===== src/rtl/nfseq_pkg.sv =====
package nfseq_pkg;

  typedef enum logic [2:0] {
    PH_IDLE, PH_CMD, PH_ADDR, PH_WDATA, PH_OP2, PH_WAIT, PH_RDATA, PH_DONE
  } phase_e;

  typedef struct packed {
    logic       rd;
    logic       wr;
    logic       die1;
    logic [3:0] nadr;
    logic [7:0] opc;
  } launch_t;

  // Control word unpacking; read beats write when both are requested.
  function automatic launch_t decode_launch(input logic [31:0] w);
    launch_t l;
    l.rd   = w[26];
    l.wr   = w[25] & ~w[26];
    l.die1 = w[19];
    l.nadr = w[30] ? ({1'b0, w[29:27]} + 4'd1) : 4'd0;
    l.opc  = w[7:0];
    return l;
  endfunction

  // Phase order: CMD, ADDR, WDATA, OP2, WAIT, RDATA, DONE; empty phases skipped.
  function automatic phase_e next_phase(input phase_e cur, input logic has_adr,
                                        input logic has_w, input logic has_r,
                                        input logic has_op2);
    phase_e n;
    case (cur)
      PH_CMD:   n = has_adr ? PH_ADDR : has_w ? PH_WDATA : has_op2 ? PH_OP2 : PH_WAIT;
      PH_ADDR:  n = has_w ? PH_WDATA : has_op2 ? PH_OP2 : PH_WAIT;
      PH_WDATA: n = has_op2 ? PH_OP2 : PH_WAIT;
      PH_OP2:   n = PH_WAIT;
      PH_WAIT:  n = has_r ? PH_RDATA : PH_DONE;
      PH_RDATA: n = PH_DONE;
      default:  n = PH_IDLE;
    endcase
    return n;
  endfunction

  function automatic logic [7:0] addr_byte(input logic [63:0] a, input logic [2:0] i);
    return a[{i, 3'b000} +: 8];
  endfunction

endpackage


===== src/rtl/nfseq_regs.sv =====
module nfseq_regs #(
  parameter int LEN_W = 12
) (
  input  logic             clk,
  input  logic             rst_n,
  input  logic             reg_we,
  input  logic [2:0]       reg_addr,
  input  logic [31:0]      reg_wdata,
  input  logic [2:0]       reg_raddr,
  output logic [31:0]      reg_rdata,
  input  logic             busy,
  input  logic             set_cmd_done,
  input  logic             set_xfer_done,
  input  logic             op2_consume,
  output logic             launch,
  output logic [31:0]      launch_word,
  output logic [8:0]       op2_q,
  output logic [LEN_W-1:0] len_q,
  output logic [63:0]      adr_q,
  output logic             irq
);
  localparam logic [2:0] A_CMD = 3'd0, A_OP2 = 3'd1, A_LEN = 3'd2,
                         A_ALO = 3'd3, A_AHI = 3'd4, A_STAT = 3'd5;

  logic cfg_we, cmd_done, xfer_done, stat_we;

  assign cfg_we      = reg_we && !busy;
  assign stat_we     = reg_we && (reg_addr == A_STAT);
  assign launch      = cfg_we && (reg_addr == A_CMD) && reg_wdata[31];
  assign launch_word = reg_wdata;
  assign irq         = cmd_done | xfer_done;

  always_ff @(posedge clk or negedge rst_n) begin
    if (!rst_n) begin
      op2_q <= '0;
      len_q <= '0;
      adr_q <= '0;
    end else if (cfg_we) begin
      case (reg_addr)
        A_OP2:   op2_q <= reg_wdata[8:0];
        A_LEN:   len_q <= reg_wdata[LEN_W-1:0];
        A_ALO:   adr_q[31:0] <= reg_wdata;
        A_AHI:   adr_q[63:32] <= reg_wdata;
        default: ;
      endcase
    end else if (op2_consume) begin
      op2_q[8] <= 1'b0;
    end
  end

  always_ff @(posedge clk or negedge rst_n) begin
    if (!rst_n) begin
      cmd_done  <= 1'b0;
      xfer_done <= 1'b0;
    end else begin
      if (set_cmd_done)                     cmd_done  <= 1'b1;
      else if (stat_we && reg_wdata[31])    cmd_done  <= 1'b0;
      if (set_xfer_done)                    xfer_done <= 1'b1;
      else if (stat_we && reg_wdata[28])    xfer_done <= 1'b0;
    end
  end

  always_comb begin
    case (reg_raddr)
      A_OP2:   reg_rdata = {23'd0, op2_q};
      A_LEN:   reg_rdata = 32'(len_q);
      A_ALO:   reg_rdata = adr_q[31:0];
      A_AHI:   reg_rdata = adr_q[63:32];
      A_STAT:  reg_rdata = {cmd_done, 2'b00, xfer_done, 27'd0, busy};
      default: reg_rdata = '0;
    endcase
  end

  p_cfg_hold_r10: assert property (@(posedge clk) disable iff (!rst_n)
    busy && reg_we && (reg_addr == A_LEN) |=> $stable(len_q));
  p_w1c_r9: assert property (@(posedge clk) disable iff (!rst_n)
    stat_we && reg_wdata[31] && !set_cmd_done |=> !cmd_done);

endmodule


===== src/rtl/nfseq_strobe.sv =====
module nfseq_strobe #(
  parameter int T_LO = 2,
  parameter int T_HI = 2
) (
  input  logic clk,
  input  logic rst_n,
  input  logic start,
  output logic active,
  output logic low,
  output logic sample,
  output logic fin
);
  localparam int TMAX = (T_LO > T_HI) ? T_LO : T_HI;
  localparam int CW   = $clog2(TMAX + 1);

  logic [CW-1:0] cnt;

  assign sample = active && low && (cnt == CW'(T_LO - 1));
  assign fin    = active && !low && (cnt == CW'(T_HI - 1));

  always_ff @(posedge clk or negedge rst_n) begin
    if (!rst_n) begin
      active <= 1'b0;
      low    <= 1'b0;
      cnt    <= '0;
    end else if (!active) begin
      if (start) begin
        active <= 1'b1;
        low    <= 1'b1;
        cnt    <= '0;
      end
    end else if (low) begin
      if (sample) begin
        low <= 1'b0;
        cnt <= '0;
      end else cnt <= cnt + 1'b1;
    end else begin
      if (fin) active <= 1'b0;
      else     cnt    <= cnt + 1'b1;
    end
  end

  p_low_hold_r8: assert property (@(posedge clk) disable iff (!rst_n)
    active && low && !sample |=> active && low);
  p_high_hold_r8: assert property (@(posedge clk) disable iff (!rst_n)
    $fell(low) |-> active);

endmodule


===== src/rtl/nfseq_seq.sv =====
module nfseq_seq
  import nfseq_pkg::*;
#(
  parameter int LEN_W = 12,
  parameter int T_WB  = 4
) (
  input  logic             clk,
  input  logic             rst_n,
  input  logic             launch,
  input  logic [31:0]      launch_word,
  input  logic [8:0]       op2_q,
  input  logic [LEN_W-1:0] len_q,
  input  logic [63:0]      adr_q,
  input  logic             st_active,
  input  logic             st_low,
  input  logic             st_sample,
  input  logic             st_fin,
  output logic             st_start,
  output logic             busy,
  output logic             set_cmd_done,
  output logic             set_xfer_done,
  output logic             op2_consume,
  output logic [1:0]       nf_ce_n,
  output logic             nf_cle,
  output logic             nf_ale,
  output logic             nf_we_n,
  output logic             nf_re_n,
  output logic [7:0]       nf_dq_o,
  output logic             nf_dq_oe,
  input  logic [7:0]       nf_dq_i,
  input  logic             nf_ready,
  output logic [LEN_W-1:0] buf_addr,
  output logic             buf_we,
  output logic [7:0]       buf_wdata,
  input  logic [7:0]       buf_rdata
);
  localparam int WBW = $clog2(T_WB + 1);

  phase_e           phase, nxt;
  launch_t          cur;
  logic [LEN_W-1:0] idx;
  logic [WBW-1:0]   wb_cnt;
  logic             pend, last, drive_ph, byte_ph, byte_done;

  assign drive_ph = (phase == PH_CMD) || (phase == PH_ADDR) ||
                    (phase == PH_WDATA) || (phase == PH_OP2);
  assign byte_ph  = drive_ph || (phase == PH_RDATA);
  assign nxt      = next_phase(phase, cur.nadr != 4'd0, cur.wr && (len_q != '0),
                               cur.rd && (len_q != '0), op2_q[8]);

  always_comb begin
    case (phase)
      PH_ADDR:           last = (idx == LEN_W'(cur.nadr - 4'd1));
      PH_WDATA, PH_RDATA: last = (idx == len_q - LEN_W'(1));
      default:           last = 1'b1;
    endcase
  end

  assign st_start      = byte_ph && !pend && !st_active;
  assign byte_done     = pend && st_fin;
  assign busy          = (phase != PH_IDLE);
  assign set_cmd_done  = (phase == PH_DONE);
  assign op2_consume   = (phase == PH_DONE);
  assign set_xfer_done = byte_done && last && ((phase == PH_WDATA) || (phase == PH_RDATA));

  always_ff @(posedge clk or negedge rst_n) begin
    if (!rst_n) begin
      phase  <= PH_IDLE;
      cur    <= '0;
      idx    <= '0;
      pend   <= 1'b0;
      wb_cnt <= '0;
    end else begin
      case (phase)
        PH_IDLE: if (launch) begin
          cur   <= decode_launch(launch_word);
          phase <= PH_CMD;
          idx   <= '0;
          pend  <= 1'b0;
        end
        PH_WAIT: begin
          if (wb_cnt < WBW'(T_WB - 1)) wb_cnt <= wb_cnt + 1'b1;
          else if (nf_ready)           phase  <= nxt;
        end
        PH_DONE: phase <= PH_IDLE;
        default: begin
          if (st_start) pend <= 1'b1;
          if (byte_done) begin
            pend <= 1'b0;
            if (last) begin
              phase <= nxt;
              idx   <= '0;
            end else idx <= idx + 1'b1;
          end
        end
      endcase
      if (phase != PH_WAIT) wb_cnt <= '0;
    end
  end

  // Bus drive
  assign nf_ce_n   = !busy ? 2'b11 : (cur.die1 ? 2'b01 : 2'b10);
  assign nf_cle    = (phase == PH_CMD) || (phase == PH_OP2);
  assign nf_ale    = (phase == PH_ADDR);
  assign nf_dq_oe  = drive_ph;
  assign nf_we_n   = !(st_active && st_low && drive_ph);
  assign nf_re_n   = !(st_active && st_low && (phase == PH_RDATA));
  assign buf_addr  = idx;
  assign buf_we    = pend && st_sample && (phase == PH_RDATA);
  assign buf_wdata = nf_dq_i;

  always_comb begin
    case (phase)
      PH_CMD:   nf_dq_o = cur.opc;
      PH_ADDR:  nf_dq_o = addr_byte(adr_q, idx[2:0]);
      PH_WDATA: nf_dq_o = buf_rdata;
      PH_OP2:   nf_dq_o = op2_q[7:0];
      default:  nf_dq_o = 8'h00;
    endcase
  end

  p_wait_ready_r7: assert property (@(posedge clk) disable iff (!rst_n)
    ($past(phase) == PH_WAIT) && (phase != PH_WAIT) |-> $past(nf_ready));
  p_lines_stable_r8: assert property (@(posedge clk) disable iff (!rst_n)
    !nf_we_n && $past(!nf_we_n) |-> $stable(nf_cle) && $stable(nf_ale) && $stable(nf_dq_o));
  p_one_die_r2: assert property (@(posedge clk) disable iff (!rst_n)
    $onehot0(~nf_ce_n));
  p_done_idle_r9: assert property (@(posedge clk) disable iff (!rst_n)
    set_cmd_done |=> !busy);
  p_no_relaunch_r10: assert property (@(posedge clk) disable iff (!rst_n)
    busy && (phase != PH_DONE) |=> busy);

endmodule


===== src/rtl/nand_cmd_seq.sv =====
module nand_cmd_seq
  import nfseq_pkg::*;
#(
  parameter int LEN_W = 12,
  parameter int T_LO  = 2,
  parameter int T_HI  = 2,
  parameter int T_WB  = 4
) (
  input  logic             clk,
  input  logic             rst_n,
  input  logic             reg_we,
  input  logic [2:0]       reg_addr,
  input  logic [31:0]      reg_wdata,
  input  logic [2:0]       reg_raddr,
  output logic [31:0]      reg_rdata,
  output logic             irq,
  output logic [1:0]       nf_ce_n,
  output logic             nf_cle,
  output logic             nf_ale,
  output logic             nf_we_n,
  output logic             nf_re_n,
  output logic [7:0]       nf_dq_o,
  output logic             nf_dq_oe,
  input  logic [7:0]       nf_dq_i,
  input  logic             nf_ready,
  output logic [LEN_W-1:0] buf_addr,
  output logic             buf_we,
  output logic [7:0]       buf_wdata,
  input  logic [7:0]       buf_rdata
);
  logic             busy, set_cmd_done, set_xfer_done, op2_consume, launch;
  logic [31:0]      launch_word;
  logic [8:0]       op2_q;
  logic [LEN_W-1:0] len_q;
  logic [63:0]      adr_q;
  logic             st_start, st_active, st_low, st_sample, st_fin;

  nfseq_regs #(.LEN_W(LEN_W)) u_regs (
    .clk(clk), .rst_n(rst_n), .reg_we(reg_we), .reg_addr(reg_addr),
    .reg_wdata(reg_wdata), .reg_raddr(reg_raddr), .reg_rdata(reg_rdata),
    .busy(busy), .set_cmd_done(set_cmd_done), .set_xfer_done(set_xfer_done),
    .op2_consume(op2_consume), .launch(launch), .launch_word(launch_word),
    .op2_q(op2_q), .len_q(len_q), .adr_q(adr_q), .irq(irq));

  nfseq_strobe #(.T_LO(T_LO), .T_HI(T_HI)) u_strobe (
    .clk(clk), .rst_n(rst_n), .start(st_start), .active(st_active),
    .low(st_low), .sample(st_sample), .fin(st_fin));

  nfseq_seq #(.LEN_W(LEN_W), .T_WB(T_WB)) u_seq (
    .clk(clk), .rst_n(rst_n), .launch(launch), .launch_word(launch_word),
    .op2_q(op2_q), .len_q(len_q), .adr_q(adr_q),
    .st_active(st_active), .st_low(st_low), .st_sample(st_sample), .st_fin(st_fin),
    .st_start(st_start), .busy(busy), .set_cmd_done(set_cmd_done),
    .set_xfer_done(set_xfer_done), .op2_consume(op2_consume),
    .nf_ce_n(nf_ce_n), .nf_cle(nf_cle), .nf_ale(nf_ale), .nf_we_n(nf_we_n),
    .nf_re_n(nf_re_n), .nf_dq_o(nf_dq_o), .nf_dq_oe(nf_dq_oe), .nf_dq_i(nf_dq_i),
    .nf_ready(nf_ready), .buf_addr(buf_addr), .buf_we(buf_we),
    .buf_wdata(buf_wdata), .buf_rdata(buf_rdata));

  p_irq_level_r9: assert property (@(posedge clk) disable iff (!rst_n)
    $rose(irq) |-> $past(set_cmd_done) || $past(set_xfer_done));

endmodule


===== config.mk =====
export PLATFORM = sky130hd
export DESIGN_NAME = nand_cmd_seq
export DESIGN_NICKNAME = d
export VERILOG_FILES = /design/src/rtl/nfseq_pkg.sv /design/src/rtl/nfseq_regs.sv /design/src/rtl/nfseq_strobe.sv /design/src/rtl/nfseq_seq.sv /design/src/rtl/nand_cmd_seq.sv
export SDC_FILE = /design/constraint.sdc
export NUM_CORES = 1
export LEC_CHECK = 0
export CORE_MARGIN = 2
export CORE_UTILIZATION = 55
export CTS_BUF_LIST = sky130_fd_sc_hd__clkbuf_2 sky130_fd_sc_hd__clkbuf_4 sky130_fd_sc_hd__clkbuf_8
export DETAILED_ROUTE_END_ITERATION = 8
export GPL_TIMING_DRIVEN = 0
export PLACE_DENSITY = 0.92
export SYNTH_ARGS = -nofsm -noshare
export SYNTH_HDL_FRONTEND = slang
export SYNTH_SLANG_ARGS = --single-unit
export TNS_END_PERCENT = 100

===== constraint.sdc =====
create_clock -name clk -period 7.75 [get_ports clk]
set_input_delay 1.55 -clock clk [delete_from_list [all_inputs] [get_ports clk]]
set_output_delay 1.55 -clock clk [all_outputs]
set_load 0.01 [all_outputs]

==> run_results.csv <==
group,metric,value,unit
sta,tightest_slew,0.950,ns
global_route,grt_usage,30.9,%
critical_path,crit_type,"in2out",
global_route,antenna_found_initial,1,
global_route,overflow,0,
synth,syn_nets,747,
hold_path,hold_class,"reg2reg",
synth,synth_seq_area_share,43.3,%
finish,antennaDiodeCount,0,
clock_tree,htree_levels,4,
sta,fin_skew,0.00719,ns
floorplanning,fp.dieW,119,µm
power,p_leak,3.88,nW
global_route,grt_pass1_wl,33700,µm
sta,finalCriticalPeriod,5.89,ns
sta,slew_violations,0,
status,outcome,"finished clean",
floorplanning,placementRows,41,
place,dp_hpwl,15700,µm
place,gp_congestion,0.948,
detailed_routing,first_iter_violations,642,
sta,whs,0.503,ns
sta,tns,0,ns
detailed_routing,wl,21100,µm
detailed_routing,dr.pass1.iters,6,
floorplanning,die-area,0.0141,mm²
power,pwr-share-clk,17.8,%
detailed_routing,vias,6255,
clock_tree,post-cts-setup-buffers,0,
detailed_routing,ant_nets,0,
clock_tree,cts_tree,"yes",
sta,fmax,170,MHz
power,power.total,0.00317,W
clock_tree,cts_made_buffers,17,
detailed_routing,drc,0,
synth,ys_types,60,
clock_tree,cts.clk_slew.worst_paths,0.07,ns
clock_tree,cts-root-buf,"clkbuf_8",
clock_tree,cts_buffer_depth,2,
place,portBuffers,117,
power,p_seq_share,36.0,%
sta,slew_headroom,36.2,%
floorplanning,die_y,119,µm
critical_path,required,6.20,ns
floorplanning,fp.coreArea,0.0127,mm²
floorplanning,initial_core_util,56.8,%
finish,syn_to_final_growth,24.9,%
power,switching_share,39.0,%
finish,nNetsFinal,884,
power,power.internal,0.00194,W
global_route,grt_max_degree,103,
job,drv_cap,0,
critical_path,cp-start-kind,"primary input",
synth,postSynthCellCount,682,
synth,async_flop_share,100,%
global_route,first_global_vias,6273,
sta,rsz0062_at_grt,"false",
clock_tree,clock-sinks,125,
critical_path,end_kind,"output pin",
synth,yosysWarningCount,0,
synth,avgSynthCellArea,10.6,µm²
clock_tree,ctsResizeCount,0,
synth,synth_area,0.00722,mm²
clock_tree,holdBufCountCts,0,
detailed_routing,vias_per_cell,6.23,
floorplanning,num_io_pins,127,
power,powerDensity,352,mW/mm²
clock_tree,clk_latency,0.46,ns
power,p_sw,0.00124,W
sta,timing.final.crit_share,76.0,%
finish,fillers,919,
finish,regArea,0.00313,mm²
sta,setup_violations,0,
critical_path,path_max_fanout,10,
finish,multi_input_area,0.00380,mm²
power,power.share.combinational,46.2,%
synth,synth-seq-cells,125,
power,ir_worst_vdd,0.192,mV
sta,hold_viol,0,
finish,layout-drive-gt1-share,20.8,%
detailed_routing,wl_per_cell,21.0,µm
synth,synth_edf_count,0,
critical_path,arrival,4.34,ns
synth,synth_top_flop_cell,"dfrtp_1",
## per-stage QoR
step                      setup WS, ns  util (%)  instances  area (µm²)
final                             1.86      70.9       1004        9020
after global routing              1.71      70.9       1004        9020
after CTS                         1.95      70.9       1004        9020
after detailed placement          1.99      67.9        972        8640
after global placement           0.363      67.7        971        8610
after floorplan                   3.49         -        682        7220
## cells by family after synthesis
family,count (synthesis),share of synthesized area (%)
compound gates,142,13.5
fa+ha+maj,7,1.21
simple gates,202,14.2
mux,129,22.4
flops,125,43.3
xor+xnor,11,1.33
buf+inv,66,4.07
## registers in the layout, indices dropped and copies added, names as in the netlist, 2 cells and up
name            flops
u_seq.wb_cnt        3
u_seq.cur          15
u_seq.phase         3
u_regs.op2_q        9
u_regs.adr_q       64
u_seq.buf_addr     12
u_regs.len_q       12
u_strobe.cnt        2
## Yosys cell counts, drive strengths merged (3+ instances only)
| library cell | n | area share, % |
|---|---|---|
| and2 | 9 | 0.78 |
| nor2 | 23 | 1.2 |
| o31ai | 4 | 0.42 |
| a21oi | 18 | 1.2 |
| nand4 | 7 | 0.61 |
| clkbuf | 35 | 1.8 |
| mux4 | 16 | 5.0 |
| buf | 19 | 1.6 |
| a22oi | 9 | 0.94 |
| a21boi | 3 | 0.31 |
| a31oi | 10 | 0.87 |
| a22o | 20 | 2.5 |
| nand2 | 67 | 3.5 |
| nor4 | 7 | 0.61 |
| o21a | 6 | 0.62 |
| xnor2 | 4 | 0.48 |
| dfrtp | 125 | 43 |
| or2 | 4 | 0.35 |
| a211oi | 3 | 0.31 |
| a221o | 4 | 0.55 |
| nand2b | 7 | 0.61 |
| o21ai | 41 | 2.8 |
| mux2 | 100 | 16 |
| or3 | 5 | 0.47 |
| inv | 12 | 0.62 |
| nor3b | 4 | 0.42 |
| xor2 | 7 | 0.85 |
| nand3 | 22 | 1.5 |
| and3 | 7 | 0.61 |
| a21o | 3 | 0.31 |
| nor2b | 17 | 1.5 |
| ha | 7 | 1.2 |
| mux2i | 13 | 1.8 |
| o221ai | 8 | 0.97 |
| nor3 | 14 | 0.97 |
| or4 | 3 | 0.36 |
## final cells by class
type	count	area share, %
Tap cell	172	2.39
Timing Repair Buffer	118	13.3
Multi-Input combinational cell	491	42.1
Sequential cell	125	34.7
Inverter	12	0.499
Buffer	54	2.76
Clock buffer	20	2.91
Clock inverter	12	1.35
## worst max-delay path, cell delays in order
cell and delay (ns):
clkdlybuf4s50_1 0.51, nand2b_1 0.27, nor2_1 0.15, clkbuf_1 0.47, buf_1 0.50, nand2_1 0.10
o21ai_0 0.17, clkdlybuf4s50_1 0.61
## placed cells by master (no fill, tap or decap), types with 10 or more instances in the layout
master           Yosys  layout
mux2_2             100     100
dfrtp_1            125     125
nor2b_1             17      17
o21ai_0             41      41
clkdlybuf4s50_1      0     116
a22o_1              18      18
mux2i_1             13      13
a31oi_1             10      10
mux4_2              16      16
nor2_1              23      23
clkbuf_8             0      18
nand3_1             22      22
clkbuf_1            35      35
nor3_1              14      14
inv_1               12      12
a21oi_1             18      18
nand2_1             67      67
## per-layer routing
metal | track usage [%] | up-vias | wire (µm)
met1 | 38.9 | 3072 | 8420
met3 | 7.34 | 58 | 1740
met2 | 51.4 | 331 | 10300
met5 | 0 | - | 0
met4 | 12.0 | 0 | 612
li1 | - | 2794 | -
## power groups by stage
stage          Sequential (W)  Clock, W  Combinational (W)
5_1_grt               0.00117  0.000596            0.00158
4_1_cts               0.00113  0.000564            0.00145
3_3_place_gp          0.00112         0            0.00139
2_1_floorplan         0.00105         0           0.000985
6_report              0.00114  0.000564            0.00147
3_5_place_dp          0.00114         0            0.00144
## worst paths after layout
kind / startpoint / to / slack, ns / cells after the start
hold reg to reg: u_seq.cur[13]$_DFFE_PN0P_ / u_seq.cur[13]$_DFFE_PN0P_ / 0.50 / 2
max in group asynchronous: rst_n / u_regs.adr_q[19]$_DFFE_PN0P_ / 6.03 / 2
setup reg to reg: u_seq.buf_addr[0]$_DFFE_PN0P_ / u_seq.buf_addr[11]$_DFFE_PN0P_ / 4.51 / 10
min in group asynchronous: rst_n / u_strobe.active$_DFF_PN0_ / 0.93 / 1
setup / recovery: reg_raddr[1] / reg_rdata[3] / 1.86 / 8
hold / removal: u_seq.cur[13]$_DFFE_PN0P_ / u_seq.cur[13]$_DFFE_PN0P_ / 0.50 / 2
No activity file was read; power rests on OpenSTA's default activity.
